$ cat config.mk
export PLATFORM = sky130hd
export DESIGN_NAME = slowreg_bridge
export DESIGN_NICKNAME = d
export VERILOG_FILES = /design/src/rtl/slowreg_pkg.sv /design/src/rtl/slowreg_xfer_fsm.sv /design/src/rtl/slowreg_irq.sv /design/src/rtl/slowreg_bridge.sv
export SDC_FILE = /design/constraint.sdc
export NUM_CORES = 1
export LEC_CHECK = 0
export ABC_AREA = 0
export BUFFER_PORTS_ARGS = -buffer_cell sky130_fd_sc_hd__buf_2
export CORE_ASPECT_RATIO = 0.6
export CORE_MARGIN = 4
export CORE_UTILIZATION = 49
export DETAILED_ROUTE_END_ITERATION = 10
export PLACE_DENSITY = 0.84
export SYNTH_ARGS = -nofsm -noshare
export SYNTH_HDL_FRONTEND = slang
export SYNTH_SLANG_ARGS = --single-unit
$ cat constraint.sdc
create_clock -name clk -period 1.55 [get_ports clk]
set_input_delay 0.155 -clock clk [delete_from_list [all_inputs] [get_ports clk]]
set_output_delay 0.155 -clock clk [all_outputs]
set_load 0.01 [all_outputs]
$ cat src/rtl/slowreg_pkg.sv
package slowreg_pkg;
    localparam int HOST_AW  = 5;
    localparam int HOST_DW  = 32;
    localparam int INNER_AW = 8;
    localparam int INNER_DW = 8;
    localparam int IRQ_N    = 2;

    localparam logic [HOST_AW-1:0] OFS_ID   = 5'h00;
    localparam logic [HOST_AW-1:0] OFS_CMD  = 5'h04;
    localparam logic [HOST_AW-1:0] OFS_LDAT = 5'h08;
    localparam logic [HOST_AW-1:0] OFS_UDAT = 5'h0C;
    localparam logic [HOST_AW-1:0] OFS_IEN  = 5'h10;
    localparam logic [HOST_AW-1:0] OFS_IFLG = 5'h14;

    localparam int CMD_BUSY_BIT = 31;
    localparam int CMD_DIR_BIT  = 24;
    localparam int CMD_BEN_LO   = 16;
    localparam int CMD_BEN_W    = 8;

    typedef enum logic [1:0] {
        ST_IDLE  = 2'd0,
        ST_ARMED = 2'd1,
        ST_RD    = 2'd2,
        ST_WR    = 2'd3
    } xfer_state_e;
endpackage

$ cat src/rtl/slowreg_xfer_fsm.sv
module slowreg_xfer_fsm
    import slowreg_pkg::*;
(
    input  logic clk,
    input  logic rst_n,
    input  logic cmd_wr,
    input  logic cmd_dir,
    input  logic ldata_wr,
    input  logic in_ack,
    output logic busy,
    output logic in_req,
    output logic in_we,
    output logic done,
    output logic rd_done
);
    xfer_state_e state_q, state_d;

    always_ff @(posedge clk or negedge rst_n) begin
        if (!rst_n) state_q <= ST_IDLE;
        else        state_q <= state_d;
    end

    always_comb begin
        state_d = state_q;
        unique case (state_q)
            ST_IDLE, ST_ARMED: begin
                if (cmd_wr)
                    state_d = cmd_dir ? ST_RD : ST_ARMED;
                else if (ldata_wr && state_q == ST_ARMED)
                    state_d = ST_WR;
            end
            ST_RD, ST_WR: begin
                if (in_ack) state_d = ST_IDLE;
            end
        endcase
    end

    always_comb begin
        in_req  = 1'b0;
        in_we   = 1'b0;
        unique case (state_q)
            ST_IDLE, ST_ARMED: ;
            ST_RD: in_req = 1'b1;
            ST_WR: begin
                in_req = 1'b1;
                in_we  = 1'b1;
            end
        endcase
        busy    = in_req;
        done    = in_req & in_ack;
        rd_done = (state_q == ST_RD) & in_ack;
    end


    req_hold_chk: assert property (@(posedge clk) disable iff (!rst_n)
        in_req && !in_ack |=> in_req && (in_we == $past(in_we)));

    req_drop_chk: assert property (@(posedge clk) disable iff (!rst_n)
        in_req && in_ack |=> !in_req);

    armed_quiet_chk: assert property (@(posedge clk) disable iff (!rst_n)
        !in_req && cmd_wr && !cmd_dir |=> !in_req);
endmodule

$ cat src/rtl/slowreg_irq.sv
module slowreg_irq #(
    parameter int N = 2
) (
    input  logic         clk,
    input  logic         rst_n,
    input  logic [N-1:0] set_vec,
    input  logic         en_wr,
    input  logic         clr_wr,
    input  logic [N-1:0] wdata,
    output logic [N-1:0] en_q,
    output logic [N-1:0] flg_q,
    output logic         irq
);
    logic [N-1:0] clr_mask;

    always_comb clr_mask = clr_wr ? wdata : '0;

    always_ff @(posedge clk or negedge rst_n) begin
        if (!rst_n) begin
            en_q  <= '0;
            flg_q <= '0;
        end else begin
            if (en_wr) en_q <= wdata;
            flg_q <= (flg_q & ~clr_mask) | set_vec;
        end
    end

    always_comb irq = |(flg_q & en_q);


    flag_clear_chk: assert property (@(posedge clk) disable iff (!rst_n)
        clr_wr && wdata[0] && !set_vec[0] |=> !flg_q[0]);

    flag_set_chk: assert property (@(posedge clk) disable iff (!rst_n)
        set_vec[N-1] |=> flg_q[N-1]);
endmodule

$ cat src/rtl/slowreg_bridge.sv
module slowreg_bridge
    import slowreg_pkg::*;
#(
    parameter logic [HOST_DW-1:0] ID_VALUE = 32'h5A1E_0100
) (
    input  logic                clk,
    input  logic                rst_n,
    input  logic                hst_sel,
    input  logic                hst_wr,
    input  logic [HOST_AW-1:0]  hst_addr,
    input  logic [HOST_DW-1:0]  hst_wdata,
    output logic [HOST_DW-1:0]  hst_rdata,
    output logic                in_req,
    output logic                in_we,
    output logic [INNER_AW-1:0] in_addr,
    output logic [INNER_DW-1:0] in_wdata,
    input  logic                in_ack,
    input  logic [INNER_DW-1:0] in_rdata,
    input  logic                sub_irq,
    output logic                irq_o
);
    localparam int PAD_W = HOST_DW - INNER_DW;

    logic                  wr_any, cmd_hit, ldat_hit;
    logic                  cmd_wr_ok, ldat_wr_ok;
    logic                  busy, done, rd_done;
    logic                  cmd_dir_q;
    logic [CMD_BEN_W-1:0]  cmd_ben_q;
    logic [INNER_AW-1:0]   cmd_addr_q;
    logic [HOST_DW-1:0]    ldata_q, udata_q, cmd_view;
    logic [IRQ_N-1:0]      ien_q, iflg_q;

    always_comb begin
        wr_any     = hst_sel & hst_wr;
        cmd_hit    = wr_any && hst_addr == OFS_CMD;
        ldat_hit   = wr_any && hst_addr == OFS_LDAT;
        cmd_wr_ok  = cmd_hit & ~busy;
        ldat_wr_ok = ldat_hit & ~busy;
    end

    slowreg_xfer_fsm u_fsm (
        .clk     (clk),
        .rst_n   (rst_n),
        .cmd_wr  (cmd_wr_ok),
        .cmd_dir (hst_wdata[CMD_DIR_BIT]),
        .ldata_wr(ldat_wr_ok),
        .in_ack  (in_ack),
        .busy    (busy),
        .in_req  (in_req),
        .in_we   (in_we),
        .done    (done),
        .rd_done (rd_done)
    );

    slowreg_irq #(.N(IRQ_N)) u_irq (
        .clk    (clk),
        .rst_n  (rst_n),
        .set_vec({sub_irq, done}),
        .en_wr  (wr_any && hst_addr == OFS_IEN),
        .clr_wr (wr_any && hst_addr == OFS_IFLG),
        .wdata  (hst_wdata[IRQ_N-1:0]),
        .en_q   (ien_q),
        .flg_q  (iflg_q),
        .irq    (irq_o)
    );

    always_ff @(posedge clk or negedge rst_n) begin
        if (!rst_n) begin
            cmd_dir_q  <= 1'b0;
            cmd_ben_q  <= '0;
            cmd_addr_q <= '0;
            ldata_q    <= '0;
            udata_q    <= '0;
        end else begin
            if (cmd_wr_ok) begin
                cmd_dir_q  <= hst_wdata[CMD_DIR_BIT];
                cmd_ben_q  <= hst_wdata[CMD_BEN_LO +: CMD_BEN_W];
                cmd_addr_q <= hst_wdata[INNER_AW-1:0];
            end
            if (rd_done)
                ldata_q <= {{PAD_W{1'b0}}, in_rdata};
            else if (ldat_wr_ok)
                ldata_q <= hst_wdata;
            if (wr_any && hst_addr == OFS_UDAT)
                udata_q <= hst_wdata;
        end
    end

    always_comb begin
        cmd_view = '0;
        cmd_view[CMD_BUSY_BIT]                = busy;
        cmd_view[CMD_DIR_BIT]                 = cmd_dir_q;
        cmd_view[CMD_BEN_LO +: CMD_BEN_W]     = cmd_ben_q;
        cmd_view[INNER_AW-1:0]                = cmd_addr_q;
        in_addr  = cmd_addr_q;
        in_wdata = ldata_q[INNER_DW-1:0];
        unique case (hst_addr)
            OFS_ID:   hst_rdata = ID_VALUE;
            OFS_CMD:  hst_rdata = cmd_view;
            OFS_LDAT: hst_rdata = ldata_q;
            OFS_UDAT: hst_rdata = udata_q;
            OFS_IEN:  hst_rdata = {{(HOST_DW-IRQ_N){1'b0}}, ien_q};
            OFS_IFLG: hst_rdata = {{(HOST_DW-IRQ_N){1'b0}}, iflg_q};
            default:  hst_rdata = '0;
        endcase
    end


    busy_cmd_lock_chk: assert property (@(posedge clk) disable iff (!rst_n)
        busy && !in_ack |=> $stable(cmd_addr_q) && $stable(cmd_dir_q));

    wdata_hold_chk: assert property (@(posedge clk) disable iff (!rst_n)
        in_req && !in_ack |=> $stable(in_addr) && $stable(in_wdata));

    rd_capture_chk: assert property (@(posedge clk) disable iff (!rst_n)
        in_req && !in_we && in_ack |=> ldata_q[INNER_DW-1:0] == $past(in_rdata));
endmodule

==> impl_metrics.toml, run 1 <==
[die]
die_y_um = 81.8
initial_core_util_pct = 51.2
rows = 26
ios = 102
die-area_um2 = 10700
core_area_um2 = 8690
die_w_um = 131

[sta]
fin_tns_setup_ns = -0.0400
fin_crit_sh_pct = 102
period_needed_ns = 1.59
slew_violations = 0
slew_headroom_pct = 75.4
skew_ns = 0.00580
max_slew.worst_pin.slew_ns = 0.370
rsz0062_at_grt = "true"
hold_violations = 0
finalSetupViolations = 2
clock.fmax_mhz = 630
worst_slack_ns = -0.0371

[clock_network]
cts_tree = "built"
cts_buffers = 9
clk_latency_ns = 0.34
clk_pin_slew_ns = 0.06
clockBufferDepth = 2
cts.sinks = 87
root_buffer = "clkbuf_16"
htreeDepth = 3

[logic_synthesis]
yosys_warnings = 0
ys.flop_type = "dfrtp_1"
ys_top_cells_by_count = "87 x dfrtp_1, 64 x mux2_2, 37 x nand2_1, 28 x mux2i_1, 26 x inv_1"
ys_ff_latch = 87
syn_nets = 449
yosysTopAreaCell = "dfrtp_1"
syn-cell-area_um2 = 4450
yosysTopAreaCellShare_pct = 49.0
synth.distinct_cells = 39
syn-mean-instance-area_um2 = 11.2
ys_seq_area_share_pct = 49.0
synth_enable_flop_cells = 0
syn_inst = 398
synth.area.top_cells = "dfrtp_1 49%, mux2_2 16%, mux2i_1 6.3%"
yosysMostFrequentCell = "dfrtp_1"
synthArstFlopShare_pct = 100

[grt]
grt_pass1_wl_um = 18800
grt_pass1_vias = 3699
grt_usage_pct = 23.0
grt_max_degree = 35
antenna_found_initial = 1
grt_overflow = 0

[power_and_ir_drop]
p_int_mw = 4.60
pwr-share-clk_pct = 29.6
power_switching_mw = 1.85
irDropWorstVdd_v = 0.000599
pwr-share-seq_pct = 47.0
comb_power_share_pct = 23.4
powerDensity_nw_per_um2 = 1130
leakage_nw = 3.08
swShare_pct = 28.7

[placed_design]
pre_cts_ws_ns = -0.0315
placed_cell_area_um2 = 5260
io_buffers = 101
dp_cells = 609
post-dp-hpwl_um = 8340
place.gp.congestion = 0.842

[flow_run]
maxCapViolations = 0

[critical_path]
worstSetupPathType = "flop to primary output"
worst_setup_path_start_kind = "flop"
setup.worst_path.start = "u_fsm.state_q[1]"
crit_path_max_fanout = 5
worstPathRequired_ns = 1.39
cp-end-kind = "primary output"
r2r_cells = 6
cp.arrival_ns = 1.43
ff2ff_setup_slack_ns = 0
r2r-start = "u_fsm.state_q[1]"

[min_path]
worst_hold_path_type = "primary input to flop"
hp-start = "in_rdata[2]"
hold_depth = 3

[final_layout]
fin_util_pct = 65.7
stdcell_area_um2 = 5710
final_nets = 571
area_delta_synth_final_pct = 28.4
n_antenna_cell = 0
fill_cells = 685
drive_gt1_share_pct = 46.7
stdcell_count = 634

[route]
vias = 3586
ant_nets = 0
drt_iter0_markers = 152
wl_um = 12000
wl_per_cell_um = 18.9
via_per_inst = 5.66
drc = 0
dr.pass1.iters = 4

[status]
violations = "negative setup slack"
outcome = "finished with violations"
## through the flow
step / total power, mW / hold slack, ns
global route: 6.80 / 0.0206
global placement: 4.33 / 0.0911
finish: 6.46 / 0.0237
detailed placement: 4.42 / 0.0919
floorplan: 3.92 / -0.141
CTS: 6.43 / 0.0116
## cell type report
type	instances	area, um2	area share, %
flip-flops and latches	87	2180	38.1
multi-input cells	250	2050	36.0
repair buffers	146	988	17.3
clock buffers	11	243	4.25
well taps	112	140	2.45
inverters	26	97.6	1.71
clock inverters	2	10.0	0.175
## layer usage
| layer | vias to the layer above | part of all wire (%) | global-route usage [%] |
|---|---|---|---|
| met4 | 2 | 1.3 | 6.26 |
| met1 | 1786 | 46 | 31.5 |
| met2 | 135 | 46 | 36.4 |
| met5 | - | 0.067 | 0 |
| li1 | 1647 | - | - |
| met3 | 16 | 7.5 | 6.04 |
## cell usage in the layout (no fill, tap or decap), types with 2 or more instances in the layout
| cell type | count |
|---|---|
| mux2i_1 | 27 |
| dlygate4sd3_1 | 2 |
| mux2_4 | 3 |
| clkbuf_16 | 10 |
| nor2_1 | 22 |
| and2_1 | 2 |
| o21ai_0 | 2 |
| a211oi_2 | 2 |
| buf_12 | 9 |
| buf_6 | 2 |
| and3b_1 | 2 |
| buf_2 | 100 |
| dfrtp_1 | 87 |
| a211oi_1 | 7 |
| a22oi_2 | 5 |
| o311ai_0 | 4 |
| o311ai_1 | 4 |
| buf_4 | 32 |
| nand2_1 | 37 |
| a22o_1 | 11 |
| nand3_1 | 21 |
| inv_1 | 26 |
| clkinv_2 | 2 |
| nand3b_1 | 3 |
| mux2_2 | 61 |
| nand4_1 | 6 |
| a22oi_1 | 8 |
## critical path: stages, from the launching register on
cell,delay (ns)
dfrtp_1,0.38
buf_6,0.13
mux2_4,0.27
a22oi_2,0.14
nor2_1,0.05
buf_2,0.13
## power by group through the flow
stage                     combinational (mW)  sequential (mW)  clock (mW)
final                                   1.51             3.03        1.91
after floorplan                        0.949             2.97           0
after global placement                  1.30             3.03           0
after global routing                    1.67             3.08        2.05
after CTS                               1.45             3.02        1.97
after detailed placement                1.37             3.05           0
## state kept, by name (all words and copies together), names as in the netlist
register	cells
u_fsm.state_q	2
udata_q	32
cmd_ben_q	8
u_irq.en_q	2
in_addr	8
u_irq.flg_q	2
cmd_dir_q	1
ldata_q	32
## what timing repair did
| action | in CTS | in global routing |
|---|---|---|
| hold buffers | 2 | 0 |
| setup endpoints to repair | 4 | 40 |
| gates cloned | 0 | 2 |
| buffers inserted | 5 | 3 |
| resized for setup | 3 | 21 |
| pin swaps | 0 | 4 |
| hold endpoints to repair | 25 | 0 |
## logic make-up after synthesis
| group | Yosys count | synth area share, % |
|---|---|---|
| buf+inv | 62 | 6.84 |
| mux | 92 | 22.5 |
| flops | 87 | 49.0 |
| simple gates | 109 | 13.0 |
| compound gates | 48 | 8.67 |
## path summary, 6_finish.rpt
| path | end |
|---|---|
| worst max-delay path | hst_rdata[31] |
| worst min-delay path | ldata_q[2] |
| worst max register to register | ldata_q[31] |
| worst min register to register | cmd_ben_q[2] |
| max in group asynchronous | in_addr[5] |
| min in group asynchronous | ldata_q[28] |
No activity file was read; power rests on OpenSTA's default activity.
==> run 2, diff against run 1 <==
--- a/config.mk
+++ b/config.mk
@@ -11,7 +11,9 @@
 export CORE_MARGIN = 4
 export CORE_UTILIZATION = 49
 export DETAILED_ROUTE_END_ITERATION = 10
+export GPL_TIMING_DRIVEN = 0
 export PLACE_DENSITY = 0.84
+export SLEW_MARGIN = 10
 export SYNTH_ARGS = -nofsm -noshare
 export SYNTH_HDL_FRONTEND = slang
 export SYNTH_SLANG_ARGS = --single-unit
==> impl_metrics.toml, run 2 (synthesized netlist as in run 1, its figures left out) <==
[critical_path]
crit_path_max_fanout = 5
cp.arrival_ns = 1.51
setup.worst_path.start = "u_fsm.state_q[1]"
worstSetupPathType = "flop to primary output"
critical_path_buf_inv_count = 2
cp-end-kind = "primary output"
worstPathCellList = "buf_6 -> mux2_2 -> a22oi_2 -> nor2_2 -> buf_2"
cp_slowest_stage_delay_ns = 0.43
worst_setup_path_start_kind = "flop"
worstPathRequired_ns = 1.39
crit_path_top_delay_cell = "dfrtp_2"
critical-path-top-delay-family = "flip-flops"
r2r-start = "u_fsm.state_q[1]"

[route]
wl_per_cell_um = 20.6
drc = 0
vias = 3844
via_per_inst = 5.89
ant_nets = 0
drt_iter0_markers = 375
wl_um = 13400
dr.pass1.iters = 5

[grt]
grt_max_degree = 54
grt_pass1_wl_um = 20100
grt_usage_pct = 24.9
grt_overflow = 0
antenna_found_initial = 1
grt_pass1_vias = 3846

[final_layout]
final_nets = 589
final_common_cell = "buf_2"
n_antenna_cell = 0
multiInputGateArea_um2 = 2120
regArea_um2 = 2180
drive_gt1_share_pct = 48.8
fill_cells = 611
area_delta_synth_final_pct = 32.7
fin_util_pct = 67.9
reg.largest.list = "ldata_q: 32 flops, udata_q: 32 flops"
final_cell_mix = "105 x buf_2, 86 x dfrtp_1, 56 x mux2_2"
stdcell_count = 653

[sta]
max_slew.worst_pin.slew_ns = 0.589
fin_crit_sh_pct = 108
skew_ns = 0.00566
period_needed_ns = 1.67
slew_headroom_pct = 60.7
finalSetupViolations = 14
worst_slack_ns = -0.120
hold_violations = 0
slew_violations = 0
clock.fmax_mhz = 599
rsz0062_at_grt = "true"

[clock_network]
root_buffer = "clkbuf_16"
clockBufferDepth = 2
cts.sinks = 87
htreeDepth = 3
clk_latency_ns = 0.35
cts_tree = "built"
cts_buffers = 9
clk_pin_slew_ns = 0.06

[die]
core_area_um2 = 8690
initial_core_util_pct = 51.2
ios = 102
rows = 26
die-area_um2 = 10700
die_w_um = 131
die_y_um = 81.8

[power_and_ir_drop]
irDropWorstVdd_v = 0.000611
leakage_nw = 3.14
powerDensity_nw_per_um2 = 1160
p_total_mw = 6.82

[flow_run]
maxCapViolations = 0

[placed_design]
post-dp-hpwl_um = 8890
place.gp.congestion = 0.900
io_buffers = 100
dp_cells = 611

[min_path]
hp-start = "in_rdata[1]"
worst_hold_path_type = "primary input to flop"

[status]
violations = "negative setup slack"
outcome = "finished with violations"
[run 2: metal layers]
| metal | routed length (um) | GRT usage (%) |
|---|---|---|
| met4 | 197 | 5.44 |
| met2 | 6180 | 39.1 |
| met5 | 8 | 0 |
| met3 | 1300 | 8.84 |
| met1 | 5760 | 33.7 |
[run 2: where the power goes]
group / switching [mW] / internal [mW] / total (mW) / leakage [nW]
clock network: 0.856 / 1.15 / 2.01 / 0.132
logic: 0.811 / 0.937 / 1.75 / 1.87
registers: 0.332 / 2.72 / 3.06 / 1.14
total: 2.00 / 4.82 / 6.82 / 3.14
[run 2: repair_timing]
item	CTS	global route
pin swaps	5	9
buffers inserted	12	14
gates resized for setup	36	49
setup endpoints to repair	73	76
gates cloned	2	1
endpoints found under the hold margin	35	0
hold buffers	2	0
[run 2: area by class of cell]
cell class                      instances  area share (%)
Timing Repair Buffer                  131            14.2
Clock buffer                           13            4.41
Inverter                               26            1.65
Sequential cell                        87            36.9
Multi-Input combinational cell        250            35.9
Clock inverter                          1          0.0848
Buffer                                 33            4.41
Tap cell                              112            2.38
[run 2: worst register-to-register path, stage by stage, from the launching register on]
cell and delay [ns]:
dfrtp_2 0.43, and3b_2 0.27, and3_4 0.27, buf_12 0.13, buf_12 0.12, mux2_4 0.30
[run 2: path summary, 6_finish.rpt]
check                                end  slack (ns)  cells past startpoint
max                        hst_rdata[31]       -0.12                      5
max in group asynchronous    udata_q[10]        0.59                      3
max reg2reg                 cmd_ben_q[6]       -0.07                      5
min in group asynchronous    udata_q[28]        0.32                      2
min reg2reg                  udata_q[11]        0.50                      1
min                           ldata_q[1]       0.007                      3
[run 2: through the flow]
step | setup WS, ns | setup TNS [ns] | area (um2) | hold WS [ns]
6_report | -0.120 | -0.605 | 5900 | 0.00670
5_1_grt | -0.162 | -1.40 | 5900 | 0.00555
4_1_cts | -0.134 | -0.429 | 5600 | 0.00299
3_5_place_dp | -0.284 | -11.61 | 5120 | 0.154
3_3_place_gp | -0.413 | -44.64 | 5090 | 0.337
2_1_floorplan | 0.0600 | 0 | 4450 | -0.141
